### src/rtl/pms_pkg.sv
package pms_pkg;

  typedef enum logic [2:0] {
    ST_ACT   = 3'd0,
    ST_SB_CG = 3'd1,
    ST_SB    = 3'd2,
    ST_SB_WK = 3'd3,
    ST_DS_CG = 3'd4,
    ST_DS    = 3'd5,
    ST_DS_WK = 3'd6
  } pm_state_e;

  localparam logic [1:0] MODE_ACT = 2'b00;
  localparam logic [1:0] MODE_SB  = 2'b01;
  localparam logic [1:0] MODE_DS  = 2'b10;

  // Enables shared by every non-retained domain, one set per state
  typedef struct packed {
    logic cpu_clk;
    logic cpu_pwr;
    logic sys_clk;   // flash, DMA, non-retained peripheral slices
    logic sys_pwr;
  } dom_gate_t;

  function automatic logic [1:0] mode_of(pm_state_e s);
    case (s)
      ST_SB:   mode_of = MODE_SB;
      ST_DS:   mode_of = MODE_DS;
      default: mode_of = MODE_ACT;
    endcase
  endfunction

  function automatic dom_gate_t gate_of(pm_state_e s);
    case (s)
      ST_SB_CG, ST_SB_WK: gate_of = '{cpu_clk: 1'b0, cpu_pwr: 1'b1, sys_clk: 1'b1, sys_pwr: 1'b1};
      ST_SB:              gate_of = '{cpu_clk: 1'b0, cpu_pwr: 1'b0, sys_clk: 1'b1, sys_pwr: 1'b1};
      ST_DS_CG, ST_DS_WK: gate_of = '{cpu_clk: 1'b0, cpu_pwr: 1'b1, sys_clk: 1'b0, sys_pwr: 1'b1};
      ST_DS:              gate_of = '{cpu_clk: 1'b0, cpu_pwr: 1'b0, sys_clk: 1'b0, sys_pwr: 1'b0};
      default:            gate_of = '{cpu_clk: 1'b1, cpu_pwr: 1'b1, sys_clk: 1'b1, sys_pwr: 1'b1};
    endcase
  endfunction

endpackage

### src/rtl/pms_rst_sync.sv
module pms_rst_sync (
  input  logic clk,
  input  logic rst_n,
  output logic rst_n_sync
);
  logic [1:0] stg_q;

  always_ff @(posedge clk or negedge rst_n) begin
    if (!rst_n) stg_q <= 2'b00;
    else        stg_q <= {stg_q[0], 1'b1};
  end

  assign rst_n_sync = stg_q[1];
endmodule

### src/rtl/pms_wake_sync.sv
module pms_wake_sync #(
  parameter int W = 1
) (
  input  logic         clk,
  input  logic         rst_n,
  input  logic [W-1:0] async_in,
  output logic [W-1:0] sync_out
);
  for (genvar i = 0; i < W; i++) begin : g_bit
    logic meta_q, sync_q;
    always_ff @(posedge clk or negedge rst_n) begin
      if (!rst_n) begin
        meta_q <= 1'b0;
        sync_q <= 1'b0;
      end else begin
        meta_q <= async_in[i];
        sync_q <= meta_q;
      end
    end
    assign sync_out[i] = sync_q;
  end
endmodule

### src/rtl/pms_seq.sv
module pms_seq
  import pms_pkg::*;
#(
  parameter int N_CORES  = 3,
  parameter int N_PER    = 4,
  parameter int SETTLE_W = 4
) (
  input  logic                clk,
  input  logic                rst_n,
  input  logic [N_CORES-1:0]  core_wfi,
  input  logic [N_CORES-1:0]  core_ds_req,
  input  logic                rtc_s,
  input  logic [N_PER-1:0]    wake_s,
  input  logic [N_PER-1:0]    per_ret,
  input  logic [SETTLE_W-1:0] settle_cyc,
  output pm_state_e           state
);
  localparam logic [SETTLE_W-1:0] ONE = SETTLE_W'(1);

  pm_state_e           state_q, state_d;
  logic [SETTLE_W-1:0] cnt_q, cnt_d;
  logic                cnt_en;
  logic                all_wfi, all_ds, sb_wake, ds_wake, settle_done;

  assign all_wfi     = &core_wfi;
  assign all_ds      = &core_ds_req;
  assign sb_wake     = !all_wfi || rtc_s || (|wake_s);
  assign ds_wake     = rtc_s || (|(wake_s & per_ret));
  assign settle_done = (cnt_q == ONE);

  always_comb begin
    state_d = state_q;
    case (state_q)
      ST_ACT:   if (all_wfi) state_d = all_ds ? ST_DS_CG : ST_SB_CG;
      ST_SB_CG: state_d = all_wfi ? ST_SB : ST_ACT;
      ST_SB:    if (sb_wake) state_d = ST_SB_WK;
      ST_SB_WK: if (settle_done) state_d = ST_ACT;
      ST_DS_CG: state_d = (all_wfi && all_ds) ? ST_DS : ST_ACT;
      ST_DS:    if (ds_wake) state_d = ST_DS_WK;
      ST_DS_WK: if (settle_done) state_d = ST_ACT;
      default:  state_d = ST_ACT;
    endcase
  end

  always_comb begin
    cnt_en = 1'b0;
    cnt_d  = cnt_q;
    if ((state_q == ST_SB && state_d == ST_SB_WK) ||
        (state_q == ST_DS && state_d == ST_DS_WK)) begin
      cnt_en = 1'b1;
      cnt_d  = (settle_cyc == '0) ? ONE : settle_cyc;
    end else if (state_q == ST_SB_WK || state_q == ST_DS_WK) begin
      cnt_en = 1'b1;
      cnt_d  = cnt_q - ONE;
    end
  end

  always_ff @(posedge clk or negedge rst_n) begin
    if (!rst_n) state_q <= ST_ACT;
    else        state_q <= state_d;
  end

  always_ff @(posedge clk or negedge rst_n) begin
    if (!rst_n)      cnt_q <= ONE;
    else if (cnt_en) cnt_q <= cnt_d;
  end

  assign state = state_q;
endmodule

### src/rtl/pms_gate_map.sv
module pms_gate_map
  import pms_pkg::*;
#(
  parameter int N_PER = 4
) (
  input  pm_state_e        state,
  input  logic [N_PER-1:0] per_ret,
  output logic [1:0]       mode,
  output logic             cpu_clk_en,
  output logic             cpu_pwr_en,
  output logic             flash_clk_en,
  output logic             flash_pwr_en,
  output logic             dma_clk_en,
  output logic             dma_pwr_en,
  output logic [N_PER-1:0] per_clk_en,
  output logic [N_PER-1:0] per_pwr_en
);
  dom_gate_t g;

  assign g            = gate_of(state);
  assign mode         = mode_of(state);
  assign cpu_clk_en   = g.cpu_clk;
  assign cpu_pwr_en   = g.cpu_pwr;
  assign flash_clk_en = g.sys_clk;
  assign flash_pwr_en = g.sys_pwr;
  assign dma_clk_en   = g.sys_clk;
  assign dma_pwr_en   = g.sys_pwr;

  // Retained slices stay clocked and powered in every state
  for (genvar i = 0; i < N_PER; i++) begin : g_slice
    assign per_clk_en[i] = g.sys_clk | per_ret[i];
    assign per_pwr_en[i] = g.sys_pwr | per_ret[i];
  end
endmodule

### src/rtl/pwr_mode_seq.sv
module pwr_mode_seq
  import pms_pkg::*;
#(
  parameter int N_CORES  = 3,
  parameter int N_PER    = 4,
  parameter int SETTLE_W = 4
) (
  input  logic                clk,
  input  logic                rst_n,
  input  logic [N_CORES-1:0]  core_wfi,
  input  logic [N_CORES-1:0]  core_ds_req,
  input  logic                rtc_wake,
  input  logic [N_PER-1:0]    per_wake,
  input  logic [N_PER-1:0]    per_ret,
  input  logic [SETTLE_W-1:0] settle_cyc,
  output logic [1:0]          mode,
  output logic                cpu_clk_en,
  output logic                cpu_pwr_en,
  output logic                flash_clk_en,
  output logic                flash_pwr_en,
  output logic                dma_clk_en,
  output logic                dma_pwr_en,
  output logic [N_PER-1:0]    per_clk_en,
  output logic [N_PER-1:0]    per_pwr_en
);
  localparam int WK_W = N_PER + 1;

  logic            rst_n_i;
  logic [WK_W-1:0] wk_s;
  pm_state_e       state;

  pms_rst_sync u_rst (
    .clk        (clk),
    .rst_n      (rst_n),
    .rst_n_sync (rst_n_i)
  );

  pms_wake_sync #(.W(WK_W)) u_wsync (
    .clk      (clk),
    .rst_n    (rst_n_i),
    .async_in ({rtc_wake, per_wake}),
    .sync_out (wk_s)
  );

  pms_seq #(.N_CORES(N_CORES), .N_PER(N_PER), .SETTLE_W(SETTLE_W)) u_seq (
    .clk         (clk),
    .rst_n       (rst_n_i),
    .core_wfi    (core_wfi),
    .core_ds_req (core_ds_req),
    .rtc_s       (wk_s[N_PER]),
    .wake_s      (wk_s[N_PER-1:0]),
    .per_ret     (per_ret),
    .settle_cyc  (settle_cyc),
    .state       (state)
  );

  pms_gate_map #(.N_PER(N_PER)) u_map (
    .state        (state),
    .per_ret      (per_ret),
    .mode         (mode),
    .cpu_clk_en   (cpu_clk_en),
    .cpu_pwr_en   (cpu_pwr_en),
    .flash_clk_en (flash_clk_en),
    .flash_pwr_en (flash_pwr_en),
    .dma_clk_en   (dma_clk_en),
    .dma_pwr_en   (dma_pwr_en),
    .per_clk_en   (per_clk_en),
    .per_pwr_en   (per_pwr_en)
  );
endmodule

### config.mk
export PLATFORM = sky130hd
export DESIGN_NAME = pwr_mode_seq
export DESIGN_NICKNAME = d
export VERILOG_FILES = /design/src/rtl/pms_pkg.sv /design/src/rtl/pms_rst_sync.sv /design/src/rtl/pms_wake_sync.sv /design/src/rtl/pms_seq.sv /design/src/rtl/pms_gate_map.sv /design/src/rtl/pwr_mode_seq.sv
export SDC_FILE = /design/constraint.sdc
export NUM_CORES = 1
export LEC_CHECK = 0
export CAP_MARGIN = 20
export CORE_ASPECT_RATIO = 1.75
export CORE_MARGIN = 2
export CORE_UTILIZATION = 40
export DETAILED_ROUTE_END_ITERATION = 7
export PLACE_DENSITY = 0.74
export RECOVER_POWER = 50
export SYNTH_ARGS = -nofsm -noshare
export SYNTH_HDL_FRONTEND = slang
export SYNTH_SLANG_ARGS = --single-unit
### constraint.sdc
create_clock -name clk -period 1.3 [get_ports clk]
set_input_delay 0.195 -clock clk [delete_from_list [all_inputs] [get_ports clk]]
set_output_delay 0.195 -clock clk [all_outputs]
set_load 0.005 [all_outputs]
==> metrics.md <==
| Metric | Value |
|---|---|
| Total congestion overflow | `0` |
| Final WL | `3089 um` |
| CP Launch Type | `flop` |
| RSZ-0062 raised after global routing | `true` |
| Total GRT Usage | `21.62%` |
| Num ports | `37` |
| Flop and latch count out of synthesis | `19` |
| Std-Cell Core Area | `around 2300 sq um` |
| Worst Path Required | `1.44 ns` |
| Core Rows | `23` |
| Maximum number of pins on one net before global-route repair | `12` |
| Critical-path cell with the highest stage delay | `dfrtp_2` |
| Critical path origin | `u_seq.state[0]$_DFF_PN0_` |
| Critical path cell sequence | `or3b_4 -> buf_6 -> a31oi_4 -> nor2_4 -> mux2_4` |
| Share of cells above drive strength 1 | `53.53%` |
| Post-route worst setup slack | `-0.4110 ns` |
| # setup viols final | `23` |
| Htree depth | `1` |
| Crit-path max FO | `4` |
| Part of the Yosys area used for sequential elements | `approximately half` |
| Pre-Repair DR Iteration Count | `6` |
| GP Congestion | `0.8043` |
| Skew final | `0.004534 ns` |
| Cell variety after synth | `36` |
| Hold buffer count at CTS | `0` |
| Setup TNS | `-6.406 ns` |
| Cell area after synthesis | `977.2 sq um` |
| Dominant cell type by area after synthesis | `dfrtp_1` |
| CTS Buffer Depth | `2` |
| Synthesized net count | `118` |
| Fin Hold WS | `0.1485 ns` |
| Worst r2r dst | `u_seq.cnt_q[2]$_DFFE_PN0P_` |
| Antenna Cells | `0` |
| Starting Density | `42.45%` |
| Vias in the first global route | `1047` |
| Crit. End Element | `flop` |
| Via/cell ratio | `5.272` |
| Die area | `2870 sq um` |
| Share of the synthesized area in the top cell type | `46.09%` |
| WL/cell | `15.84 um` |
| DRC | `0` |
| CTS tree | `done` |
| Clock transition at path regs | `0.07 ns` |
| Reg2reg path depth | `5` |
| Slowest Stage Delay on Critical Path | `0.45 ns` |
| Synth top area cells | `dfrtp_1, or2_2, nand3_1` |
| Hold WC Path Type | `reg -> async` |
| # clock sinks | `19` |
| Final hold violation count | `0` |
| Synth warnings | `0` |
| Tcrit/Tclk final | `131.6%` |
| Max_cap viols | `0` |
| Failing checks | `setup timing` |
| Clk Tree Root Cell | `clkbuf_8` |
| Total CTS buffers | `3` |
| CP arrival | `roughly 1.9 ns` |
| First DRT Iteration DRCs | `8` |
| Syn Area/Cell | `10.29 sq um` |
| Die height | `69.39 um` |
| Half-perimeter wire length after placement | `approximately 1800 um` |
| Initial antenna violation count | `0` |
| Slew Viols, Final | `0` |
| Clk Latency, worst-skew pair | `0.25 ns` |
| Cells after Synth | `between 90 and 100` |
| Pwr dens | `1638 nW/um^2` |
| Crit Path Class | `reg -> reg` |
| First-pass GRT wire length | `between 4000 and 5000 um` |
| Layout Nets | `194` |
| Tmin final | `between 1.5 and 2 ns` |
| Synthesis-to-layout area growth | `89.63%` |
| LEAKAGE | `0.8532 nW` |
| Flop-to-flop setup slack | `-0.41 ns` |
| Total Power | `3.034 mW` |
| F_max | `0.5845 GHz` |
| Worst r2r src | `u_seq.state[0]$_DFF_PN0_` |
| Via count | `1028` |
| Die width | `41.36 um` |
| PortBufs | `36` |
| Status | `finished with violations` |
| Antenna Nets Post-Route | `0` |
| VDD IR max | `1194 uV` |
-- final cells by class --
type / instances / area (sq um)
inverters: 5 / 21.27
flip-flops and latches: 19 / 479.2
repair buffers: 76 / 706.9
clock buffers: 3 / 41.29
well taps: 25 / 31.28
clock inverters: 1 / 5.005
fillers: 149 / 449.2
multi-input cells: 66 / 568.0
-- cells in the final DEF (no fill, tap or decap), types with 2 or more instances in the layout --
cell / netlist / layout
buf_4: 3 / 28
buf_6: 0 / 25
dfrtp_1: 18 / 16
clkdlybuf4s50_1: 0 / 15
or2_4: 0 / 8
nand3_1: 6 / 6
nor2_1: 7 / 6
dlygate4sd3_1: 0 / 5
nand2_1: 6 / 4
inv_1: 5 / 3
xnor2_1: 3 / 3
clkbuf_8: 0 / 3
buf_2: 0 / 3
nand3b_1: 2 / 2
nand2_4: 0 / 2
nor2_4: 0 / 2
and3_1: 2 / 2
o21bai_1: 2 / 2
nand2b_1: 2 / 2
o21ai_1: 0 / 2
a31oi_4: 1 / 2
mux2_4: 2 / 2
nor3_1: 3 / 2
dfrtp_2: 0 / 2
-- worst max path at each step --
stage | to | slack, ns | cells past startpoint
after floorplan | u_seq.cnt_q[2]$_DFFE_PN0P_ | -0.13 | 4
after global placement | u_seq.cnt_q[2]$_DFFE_PN0P_ | -0.38 | 6
after detailed placement | u_seq.cnt_q[2]$_DFFE_PN0P_ | -0.39 | 6
after CTS | u_seq.cnt_q[2]$_DFFE_PN0P_ | -0.36 | 5
after global routing | u_seq.cnt_q[2]$_DFFE_PN0P_ | -0.45 | 6
final | u_seq.cnt_q[2]$_DFFE_PN0P_ | -0.41 | 5
-- Yosys cell counts --
master,n
xor2_1,1
dfrtp_1,18
dfstp_2,1
xnor2_1,3
nand2b_1,2
nor4b_1,1
or3_1,1
mux2_4,2
nand3_1,6
a31oi_1,1
and3_1,2
o22ai_1,1
mux2i_1,1
nor3_1,3
conb_1,1
o211ai_1,1
or2_2,8
a22o_1,1
clkbuf_1,2
a22oi_1,1
nor3b_1,1
a31oi_4,1
buf_4,3
o21bai_1,2
nor2_1,7
nand3b_1,2
nand2_1,6
nor2_2,1
maj3_1,1
or3b_4,1
ha_1,2
a31oi_2,1
o21ai_0,2
o221ai_1,1
inv_1,5
a21oi_1,2
-- per-stage QoR --
step	cell area, sq um	setup WS, ns	cells	util [%]
after global placement	1490	-0.3756	168	64.73
after detailed placement	1490	-0.3924	168	64.73
after floorplan	1005	-0.1322	95	-
after global routing	1853	-0.4545	195	80.49
after CTS	1747	-0.3550	189	75.87
final	1853	-0.4110	195	80.49
-- logic make-up (layout without fill, tap and decap cells) --
group	count (synthesis)	after routing	share of synthesized area (%)
DFF	19	19	48.78
AOI/OAI and AO/OA	14	14	11.65
muxes	3	3	4.097
adders and majority gates	3	3	3.585
xor gates and xnor gates	4	4	3.586
and+or+nand+nor	41	41	22.92
buffers and inverters	10	85	4.994
other	1	1	0.3838
-- metal layers --
metal  track usage (%)  up-vias  share of wire, %
met5                 0        -                 0
met4             10.75        0               4.6
met3             3.846       14               4.7
met2             38.19       40                58
met1             21.38      501                33
li1                  -      473                 -
-- critical path, delay by kind of cell, from the launching register on --
kind,cells,cell delay (ns)
buffers and inverters,1,0.13
AOI/OAI and AO/OA,1,0.22
DFF,1,0.45
and+or+nand+nor,2,0.50
muxes,1,0.30
-- power breakdown --
| part | switching, mW | internal, mW |
|---|---|---|
| Combinational | 0.741 | 1.02 |
| Sequential | 0.141 | 0.731 |
| Clock | 0.185 | 0.212 |
-- state kept, by name (all words and copies together), names as in the netlist --
signal,flops
u_rst.stg_q,2
u_seq.cnt_q,4
u_seq.state,3
u_wsync.g_bit.meta_q,5
u_wsync.g_bit.sync_q,5
-- what timing repair did --
action,in CTS,in global routing
endpoints found under the setup margin,23,23
pin swaps,16,7
buffers inserted,19,7
gates resized for setup,101,18
gates cloned,0,0
No activity file was read; power rests on OpenSTA's default activity.
